## src/rtl/cwp_pkg.sv

```systemverilog
package cwp_pkg;

    typedef enum logic [2:0] {
        OP_PUPD  = 3'd0,
        OP_PFILL = 3'd1,
        OP_SLOOK = 3'd2,
        OP_SFILL = 3'd3,
        OP_SWR   = 3'd4,
        OP_MRD   = 3'd5,
        OP_MWR   = 3'd6,
        OP_DIRTY = 3'd7
    } op_e;

    typedef enum logic {
        ST_IDLE  = 1'b0,
        ST_ISSUE = 1'b1
    } st_e;

    localparam logic [2:0] ATTR_UNC = 3'd0;
    localparam logic [2:0] ATTR_WTA = 3'd1;
    localparam logic [2:0] ATTR_WTN = 3'd2;
    localparam logic [2:0] ATTR_WB  = 3'd3;
    localparam logic [2:0] ATTR_WBX = 3'd4;

    localparam logic [1:0] KIND_STORE = 2'd2;

    localparam int MAX_STEPS = 6;
    localparam int CNT_W     = $clog2(MAX_STEPS + 1);
    localparam int IDX_W     = $clog2(MAX_STEPS);

    typedef op_e oplist_t [MAX_STEPS];

endpackage

```

## src/rtl/cwp_planner.sv

```systemverilog
module cwp_planner
    import cwp_pkg::*;
(
    input  logic [1:0]       kind,
    input  logic [2:0]       attr,
    input  logic             p_hit,
    input  logic             s_hit,
    output oplist_t          ops,
    output logic [CNT_W-1:0] count,
    output logic             illegal
);

    logic [2:0]       eff;
    logic             is_st;
    logic [CNT_W-1:0] n;

    always_comb begin
        for (int i = 0; i < MAX_STEPS; i++) ops[i] = OP_PUPD;
        n       = '0;
        illegal = (attr > ATTR_WBX);
        eff     = illegal ? ATTR_UNC : attr;
        is_st   = (kind == KIND_STORE);

        if (eff == ATTR_UNC) begin
            ops[0] = is_st ? OP_MWR : OP_MRD;
            n      = 1;
        end else if (!is_st) begin
            if (!p_hit) begin
                if (eff == ATTR_WB) begin
                    ops[n] = OP_SLOOK; n = n + 1'b1;
                    if (!s_hit) begin
                        ops[n] = OP_MRD;   n = n + 1'b1;
                        ops[n] = OP_SFILL; n = n + 1'b1;
                    end
                end else begin
                    ops[n] = OP_MRD; n = n + 1'b1;
                end
                ops[n] = OP_PFILL; n = n + 1'b1;
            end
        end else if (eff == ATTR_WTN && !p_hit) begin
            ops[0] = OP_MWR;
            n      = 1;
        end else begin
            if (!p_hit) begin
                if (eff == ATTR_WB) begin
                    ops[n] = OP_SLOOK; n = n + 1'b1;
                    if (!s_hit) begin
                        ops[n] = OP_MRD;   n = n + 1'b1;
                        ops[n] = OP_SFILL; n = n + 1'b1;
                    end
                end else begin
                    ops[n] = OP_MRD; n = n + 1'b1;
                end
                ops[n] = OP_PFILL; n = n + 1'b1;
            end
            ops[n] = OP_PUPD; n = n + 1'b1;
            if (eff == ATTR_WTA || eff == ATTR_WTN) ops[n] = OP_MWR;
            else                                    ops[n] = OP_DIRTY;
            n = n + 1'b1;
        end
        count = n;
    end

    // Plan checks guarding the policy tables
    always_comb begin
        for (int i = 0; i < MAX_STEPS; i++) begin
            if (i < int'(count) && ops[i] == OP_SFILL)
                p_sfill_wb_only_r12: assert (attr == ATTR_WB);
        end
        if (attr == ATTR_UNC || attr > ATTR_WBX)
            p_uncached_single_r3: assert (count == 1);
    end

endmodule

```

## src/rtl/cwp_seq.sv

```systemverilog
module cwp_seq
    import cwp_pkg::*;
(
    input  logic             clk,
    input  logic             rst_n,
    input  logic             req_valid,
    input  oplist_t          plan_ops,
    input  logic [CNT_W-1:0] plan_cnt,
    input  logic             plan_illegal,
    input  logic             cmd_ack,
    output logic             req_ready,
    output logic             cmd_valid,
    output op_e              cmd_op,
    output logic             attr_err
);

    st_e              state, state_nx;
    oplist_t          steps;
    logic [CNT_W-1:0] cnt;
    logic [IDX_W-1:0] idx;
    logic             err_q;
    logic             accept;
    logic             last;

    assign accept = req_valid && (state == ST_IDLE);
    assign last   = ({1'b0, idx} == CNT_W'(cnt - 1'b1));

    // state register
    always_ff @(posedge clk) begin
        if (!rst_n) state <= ST_IDLE;
        else        state <= state_nx;
    end

    always_comb begin
        state_nx = state;
        unique case (state)
            ST_IDLE:  if (accept && plan_cnt != '0) state_nx = ST_ISSUE;
            ST_ISSUE: if (cmd_ack && last)          state_nx = ST_IDLE;
        endcase
    end

    // sequence storage
    always_ff @(posedge clk) begin
        if (!rst_n) begin
            for (int i = 0; i < MAX_STEPS; i++) steps[i] <= OP_PUPD;
            cnt   <= '0;
            idx   <= '0;
            err_q <= 1'b0;
        end else begin
            err_q <= accept && plan_illegal;
            if (accept) begin
                steps <= plan_ops;
                cnt   <= plan_cnt;
                idx   <= '0;
            end else if (state == ST_ISSUE && cmd_ack && !last) begin
                idx <= idx + 1'b1;
            end
        end
    end

    // outputs
    always_comb begin
        req_ready = (state == ST_IDLE);
        cmd_valid = (state == ST_ISSUE);
        cmd_op    = steps[idx];
        attr_err  = err_q;
    end

    p_busy_not_ready_r2: assert property (@(posedge clk) disable iff (!rst_n)
        cmd_valid |-> !req_ready);
    p_cmd_hold_r2: assert property (@(posedge clk) disable iff (!rst_n)
        cmd_valid && !cmd_ack |=> cmd_valid && $stable(cmd_op));
    p_ready_after_last_r2: assert property (@(posedge clk) disable iff (!rst_n)
        cmd_valid && cmd_ack && last |=> req_ready);
    p_err_pulse_r4: assert property (@(posedge clk) disable iff (!rst_n)
        attr_err |=> !attr_err);
    p_err_after_accept_r4: assert property (@(posedge clk) disable iff (!rst_n)
        attr_err |-> $past(req_valid && req_ready));

endmodule

```

## src/rtl/cwp_ctrl.sv

```systemverilog
module cwp_ctrl
    import cwp_pkg::*;
(
    input  logic       clk,
    input  logic       rst_n,
    input  logic       req_valid,
    output logic       req_ready,
    input  logic [1:0] req_kind,
    input  logic [2:0] req_attr,
    input  logic       req_p_hit,
    input  logic       req_s_hit,
    output logic       cmd_valid,
    output logic [2:0] cmd_op,
    input  logic       cmd_ack,
    output logic       attr_err
);

    oplist_t          plan_ops;
    logic [CNT_W-1:0] plan_cnt;
    logic             plan_illegal;
    op_e              op_q;

    cwp_planner u_plan (
        .kind    (req_kind),
        .attr    (req_attr),
        .p_hit   (req_p_hit),
        .s_hit   (req_s_hit),
        .ops     (plan_ops),
        .count   (plan_cnt),
        .illegal (plan_illegal)
    );

    cwp_seq u_seq (
        .clk          (clk),
        .rst_n        (rst_n),
        .req_valid    (req_valid),
        .plan_ops     (plan_ops),
        .plan_cnt     (plan_cnt),
        .plan_illegal (plan_illegal),
        .cmd_ack      (cmd_ack),
        .req_ready    (req_ready),
        .cmd_valid    (cmd_valid),
        .cmd_op       (op_q),
        .attr_err     (attr_err)
    );

    assign cmd_op = op_q;

endmodule

```

## config.mk

```make
export PLATFORM = sky130hd
export DESIGN_NAME = cwp_ctrl
export DESIGN_NICKNAME = d
export VERILOG_FILES = /design/src/rtl/cwp_pkg.sv /design/src/rtl/cwp_planner.sv /design/src/rtl/cwp_seq.sv /design/src/rtl/cwp_ctrl.sv
export SDC_FILE = /design/constraint.sdc
export NUM_CORES = 1
export LEC_CHECK = 0
export ABC_CLOCK_PERIOD_IN_PS = 1600
export BUFFER_PORTS_ARGS = -buffer_cell sky130_fd_sc_hd__clkbuf_2
export CORE_ASPECT_RATIO = 0.7
export CORE_MARGIN = 1.5
export CORE_UTILIZATION = 45
export CTS_CLUSTER_SIZE = 24
export DETAILED_ROUTE_END_ITERATION = 8
export PLACE_DENSITY = 0.7
export RECOVER_POWER = 100
export SKIP_LAST_GASP = 1
export SYNTH_ARGS = -nofsm -noshare
export SYNTH_HDL_FRONTEND = slang
export SYNTH_SLANG_ARGS = --single-unit
export TNS_END_PERCENT = 1
```

## constraint.sdc

```tcl
create_clock -name clk -period 1.6 [get_ports clk]
set_input_delay 0.16 -clock clk [delete_from_list [all_inputs] [get_ports clk]]
set_output_delay 0.16 -clock clk [all_outputs]
set_load 0.05 [all_outputs]
```

==> flow_metrics.tcl, run 1 <==
set metrics [dict create \
    drtIter0Drc 48 \
    routed_via_density 5.609 \
    worst_clock_skew_ps 6.333 \
    route.met3.wl_um 96 \
    yosysSeqAreaShare 0.3170 \
    post-route-util 0.5624 \
    drc 0 \
    clkTransAtPathRegs_ps 70 \
    htree_levels 1 \
    place_inst 188 \
    dpl.hpwl_um 1865 \
    die_y_um 46.21 \
    max-vdd-ir-drop_v 0.0004200 \
    fmax_mhz 624.2 \
    cp-end-kind "output pin" \
    power.density_nw_per_um2 806.0 \
    rows 15 \
    dr_total_vias 1077 \
    antenna_found_initial 0 \
    worstSetupPathType "flip-flop to output pin" \
    core-area_um2 2496 \
    ctsLongestPathBuffers 2 \
    avgSynthCellArea_um2 8.632 \
    status "complete, but fails checks" \
    cts_sinks 19 \
    cap_violations 0 \
    tns_ps -2.096 \
    rsz0062_at_grt "yes" \
    placed_cell_area_um2 1326 \
    synth_nets 152 \
    ys_warn_count 0 \
    cts_buffers 3 \
    first_global_vias 920 \
    cp-start-kind "flip-flop" \
    drt.antenna.violating_nets 0 \
    cts_tree "done" \
    period_needed_ps 1602 \
    synth_ff_type "dfxtp_1" \
    worstMarginPinSlew_ps 589.1 \
    setup_viol 1 \
    dp_slack_ps -10.71 \
    synth_cell_types 46 \
    synth_area_um2 1200 \
    start_util 0.4807 \
    overflow 0 \
    drv_slew 0 \
    crit_fanout 2 \
    max_slew_margin 0.6089 \
    routedWlPerCell_um 13.93 \
    diodes 0 \
    r2r_slack_ps 10 \
    drive_above_1_share 0.2342 \
    area_growth_pct 17.00 \
    post_cts_buffers 0 \
    synth_area_leaders "dfxtp_1 (32%), a21o_1 (4.4%), mux4_1 (4.4%)" \
    synth-async-reset-ratio 0 \
    routed_wl_um 2675 \
    violations "negative setup slack" \
    ys_seq_elements 19 \
    critical_path_arrival_ps 1440 \
    chipWidth_um 64.72 \
    whs_ps 204.2 \
    fin_ws_ps -2.096 \
    nets 172 \
    insertion_delay_ps 260 \
    synth_edf_count 0 \
    fin_area_um2 1404 \
    io-pin-count 17 \
    top_layer "met4" \
    synthCells 139 \
    p_leak_nw 0.5805 \
    fp.dieArea_um2 2990 \
    required_ps 1440 \
    portBuffers 16 \
    place_congestion 0.8276 \
    grt_first_pass_wirelength_um 4291 \
    first_pass_iters 4 \
    stdcell_count 192 \
    yosys.area.top_type "dfxtp_1" \
    wirelength_met1_um 1305 \
    hold_path.class "input port to flip-flop" \
    dr_wl_met2_um 1235 \
    power.total_mw 1.132 \
    yosysTopAreaCellShare 0.3170 \
    grtUsageTotal 0.1943 \
    cts_root_buf "clkbuf_8" \
    grt_max_degree 18 \
    finalCritPeriodShare 1.001 \
    hold_violations 0 \
]
-- logic make-up (layout without fill, tap and decap cells) --
group,after synthesis,after routing,synth area share
DFF,19,19,0.3170
AOI/OAI and AO/OA,40,40,0.2305
xor gates and xnor gates,8,8,0.06986
buffers and inverters,13,32,0.06256
and+or+nand+nor,53,53,0.2388
muxes,4,4,0.06048
adders and majority gates,2,2,0.02085
-- layout by cell type (no fill, tap or decap), drive strengths merged --
cell type,count
nor2,14
nand3b,2
o311ai,1
buf,8
nor3,2
nand4,1
ha,2
and4bb,1
a31oi,2
a21oi,8
a21o,7
dfxtp,19
a32o,1
o211ai,1
and3b,1
o22ai,2
inv,3
a311oi,1
a2111oi,1
xnor3,1
xnor2,5
and2,1
mux4,2
or4,1
a21boi,1
a211o,1
nand2b,5
nand3,5
nor2b,1
clkbuf,21
o41ai,1
a22o,3
nand2,13
nor4b,2
o21ai,9
or3,3
mux2i,2
and2b,1
a32oi,1
xor2,2
-- final timing paths --
path                         from         endpoint  cells past startpoint
setup / recovery     u_seq.idx[1]        cmd_op[1]                      4
hold / removal              rst_n  u_seq.cmd_valid                      2
setup reg to reg     u_seq.cnt[0]     u_seq.idx[2]                      5
hold reg to reg   u_seq.steps[13]  u_seq.steps[13]                      2
-- power breakdown --
group | switching [mW] | leakage (nW) | internal (mW)
registers | 0.0113 | 0.156 | 0.492
logic | 0.176 | 0.402 | 0.113
clock network | 0.162 | 0.0228 | 0.177
total | 0.350 | 0.580 | 0.782
-- per-layer routing --
metal	vias to the layer above	GRT usage
met2	16	0.3031
li1	546	-
met4	0	0.06383
met1	510	0.2585
met5	-	0
met3	5	0.06112
-- critical path, stage by stage (launching register included) --
cell and delay (ps):
dfxtp_4 360, mux4_2 520, nor2_4 100, a21oi_2 50, buf_8 150
-- registers in the layout (all words and copies together), names as in the netlist --
name	cells
u_seq.cmd_valid	1
u_seq.steps	11
u_seq.idx	3
u_seq.attr_err	1
u_seq.cnt	3
-- cell type report --
class | count | area [um2]
clock buffers | 4 | 45.04
multi-input cells | 107 | 754.5
flip-flops and latches | 19 | 385.4
fillers | 219 | 1092
well taps | 34 | 42.54
repair buffers | 25 | 165.2
inverters | 3 | 11.26
-- Yosys cell counts, types with 2 or more instances --
cell type and n:
a21o_1 7, mux4_1 2, xor2_1 2, inv_1 3, a22o_1 3, nand2b_1 5, nor2_1 14, o22ai_1 2
or3_1 3, o21ai_0 8, clkbuf_1 3, mux2i_1 2, nand2_1 13, dfxtp_1 19, ha_1 2, buf_2 3
buf_6 2, buf_4 2, a21oi_1 8, nor3_1 2, xnor2_1 5, nand3_1 4, nand3b_1 2
-- timing repair --
| action | CTS | global route |
|---|---|---|
| hold buffers | 0 | 0 |
| endpoints found under the setup margin | 4 | 4 |
| pin swaps | 1 | 1 |
| cloned | 0 | 0 |
| gates resized for setup | 8 | 12 |
No activity file was read; power rests on OpenSTA's default activity.
==> run 2: changes to the inputs <==
- CORE_ASPECT_RATIO: 0.7 -> 1.5
==> flow_metrics.tcl, run 2 (synthesis results as in run 1) <==
set metrics [dict create \
    rows 22 \
    grtUsageTotal 0.2027 \
    fin_ws_ps -20.96 \
    clkTransAtPathRegs_ps 110 \
    whs_ps 168.1 \
    ctsLongestPathBuffers 2 \
    first_global_vias 1079 \
    stdcell_count 182 \
    period_needed_ps 1621 \
    drc 0 \
    dpl.hpwl_um 2040 \
    insertion_delay_ps 290 \
    crit_fanout 2 \
    drive_above_1_share 0.2342 \
    fmax_mhz 616.9 \
    cts_root_buf "clkbuf_4" \
    place_inst 178 \
    first_pass_iters 4 \
    final_cell_mix "dfxtp_1 (17), nand2_1 (13), nor2_1 (12)" \
    htree_levels 1 \
    rsz0062_at_grt "yes" \
    dr_total_vias 1082 \
    r2r_start "u_seq.cnt[0]" \
    max_slew_margin 0.6071 \
    hold_end "u_seq.cmd_valid" \
    chipWidth_um 45.16 \
    cts_sinks 19 \
    drv_slew 0 \
    power.density_nw_per_um2 757.4 \
    drtIter0Drc 22 \
    worstMarginPinSlew_ps 591.8 \
    nets 172 \
    io-pin-count 17 \
    core-area_um2 2477 \
    portBuffers 16 \
    path_cells "mux4_2, nor2_2, a21oi_2, buf_8" \
    worst_clock_skew_ps 3.887 \
    slowest_delay_ps 500 \
    cp-start-kind "flip-flop" \
    max-vdd-ir-drop_v 0.0004028 \
    hold_violations 0 \
    antenna_found_initial 0 \
    critical_path_arrival_ps 1460 \
    p_leak_nw 0.5645 \
    finalCritPeriodShare 1.013 \
    setup_viol 2 \
    largest_register_ffs 11 \
    hold_path.class "input port to flip-flop" \
    start_util 0.4843 \
    postCtsHoldBufs 0 \
    cts_buffers 3 \
    worst-r2r-cell-count 5 \
    cts_tree "done" \
    area_growth_pct 13.45 \
    fp.dieArea_um2 2991 \
    reg_top3 "u_seq.steps (11), u_seq.cnt (3), u_seq.idx (3)" \
    cp_slowest_cell "mux4_2" \
    routed_via_density 5.945 \
    place_congestion 0.7886 \
    routed_wl_um 2642 \
    power.total_mw 1.031 \
    grt_first_pass_wirelength_um 4567 \
    tns_ps -31.52 \
    post_cts_buffers 0 \
    r2r_slack_ps 20 \
    worstHoldStart "rst_n" \
    post-route-util 0.5495 \
    die_y_um 66.24 \
    drt.antenna.violating_nets 0 \
    cp-end-kind "output pin" \
    required_ps 1440 \
    diodes 0 \
    violations "negative setup slack" \
    layout_commonest_cell "dfxtp_1" \
    status "complete, but fails checks" \
    overflow 0 \
    worstSetupPathType "flip-flop to output pin" \
    routedWlPerCell_um 14.52 \
    regMostFlops "u_seq.steps" \
    cap_violations 0 \
    r2r_end "u_seq.idx[2]" \
    hold_path_depth 2 \
    grt_max_degree 17 \
]
-- run 2: changes by cell type in the layout (fill, tap and decap cells not counted), sizes merged --
cell and change:
clkbuf -1, buf +1
-- run 2: how the worst max path moves through the flow --
stage,from,endpoint,slack (ps),cells past startpoint
finish,u_seq.idx[0],cmd_op[0],-20,4
global route,u_seq.idx[0],cmd_op[0],-80,4
CTS,u_seq.idx[0],cmd_op[0],-60,4
detailed placement,u_seq.cnt[0],u_seq.idx[2],-30,5
global placement,u_seq.cnt[0],u_seq.idx[2],60,5
floorplan,u_seq.idx[0],cmd_op[0],-120,4
-- run 2: through the flow --
stage	worst slack (ps)	instance area, um2
after detailed placement	-26.23	1314
final	-20.96	1361
after floorplan	-124.0	1200
after CTS	-59.62	1355
after global placement	63.32	1314
after global routing	-82.05	1361
-- run 2: report_power, final --
part	switching (mW)	internal, mW
clock	0.144	0.0969
combinational	0.170	0.112
sequential	0.0154	0.493
-- run 2: layout make-up --
class / count / area (um2)
timing repair buffer: 25 / 160.2
clock buffer: 4 / 26.28
fill: 254 / 1116
sequential: 19 / 382.9
multi-input combinational: 107 / 750.7
tap: 24 / 30.03
inverter: 3 / 11.26
-- run 2: what timing repair did --
action | 4_1_cts | 5_1_grt
setup endpoints to repair | 4 | 4
pin swaps | 2 | 2
resized for setup | 9 | 7
-- run 2: critical path, delay by kind of cell (launching register included) --
| family | cells | cell delay [ps] |
|---|---|---|
| buf+inv | 1 | 150 |
| mux | 1 | 500 |
| flops | 1 | 360 |
| compound gates | 1 | 50 |
| simple gates | 1 | 110 |
-- run 2: per-layer routing --
metal,track usage,part of all wire
met4,0.09559,0.018
met5,0,0
met2,0.3643,0.54
met3,0.01639,0.021
met1,0.2297,0.42
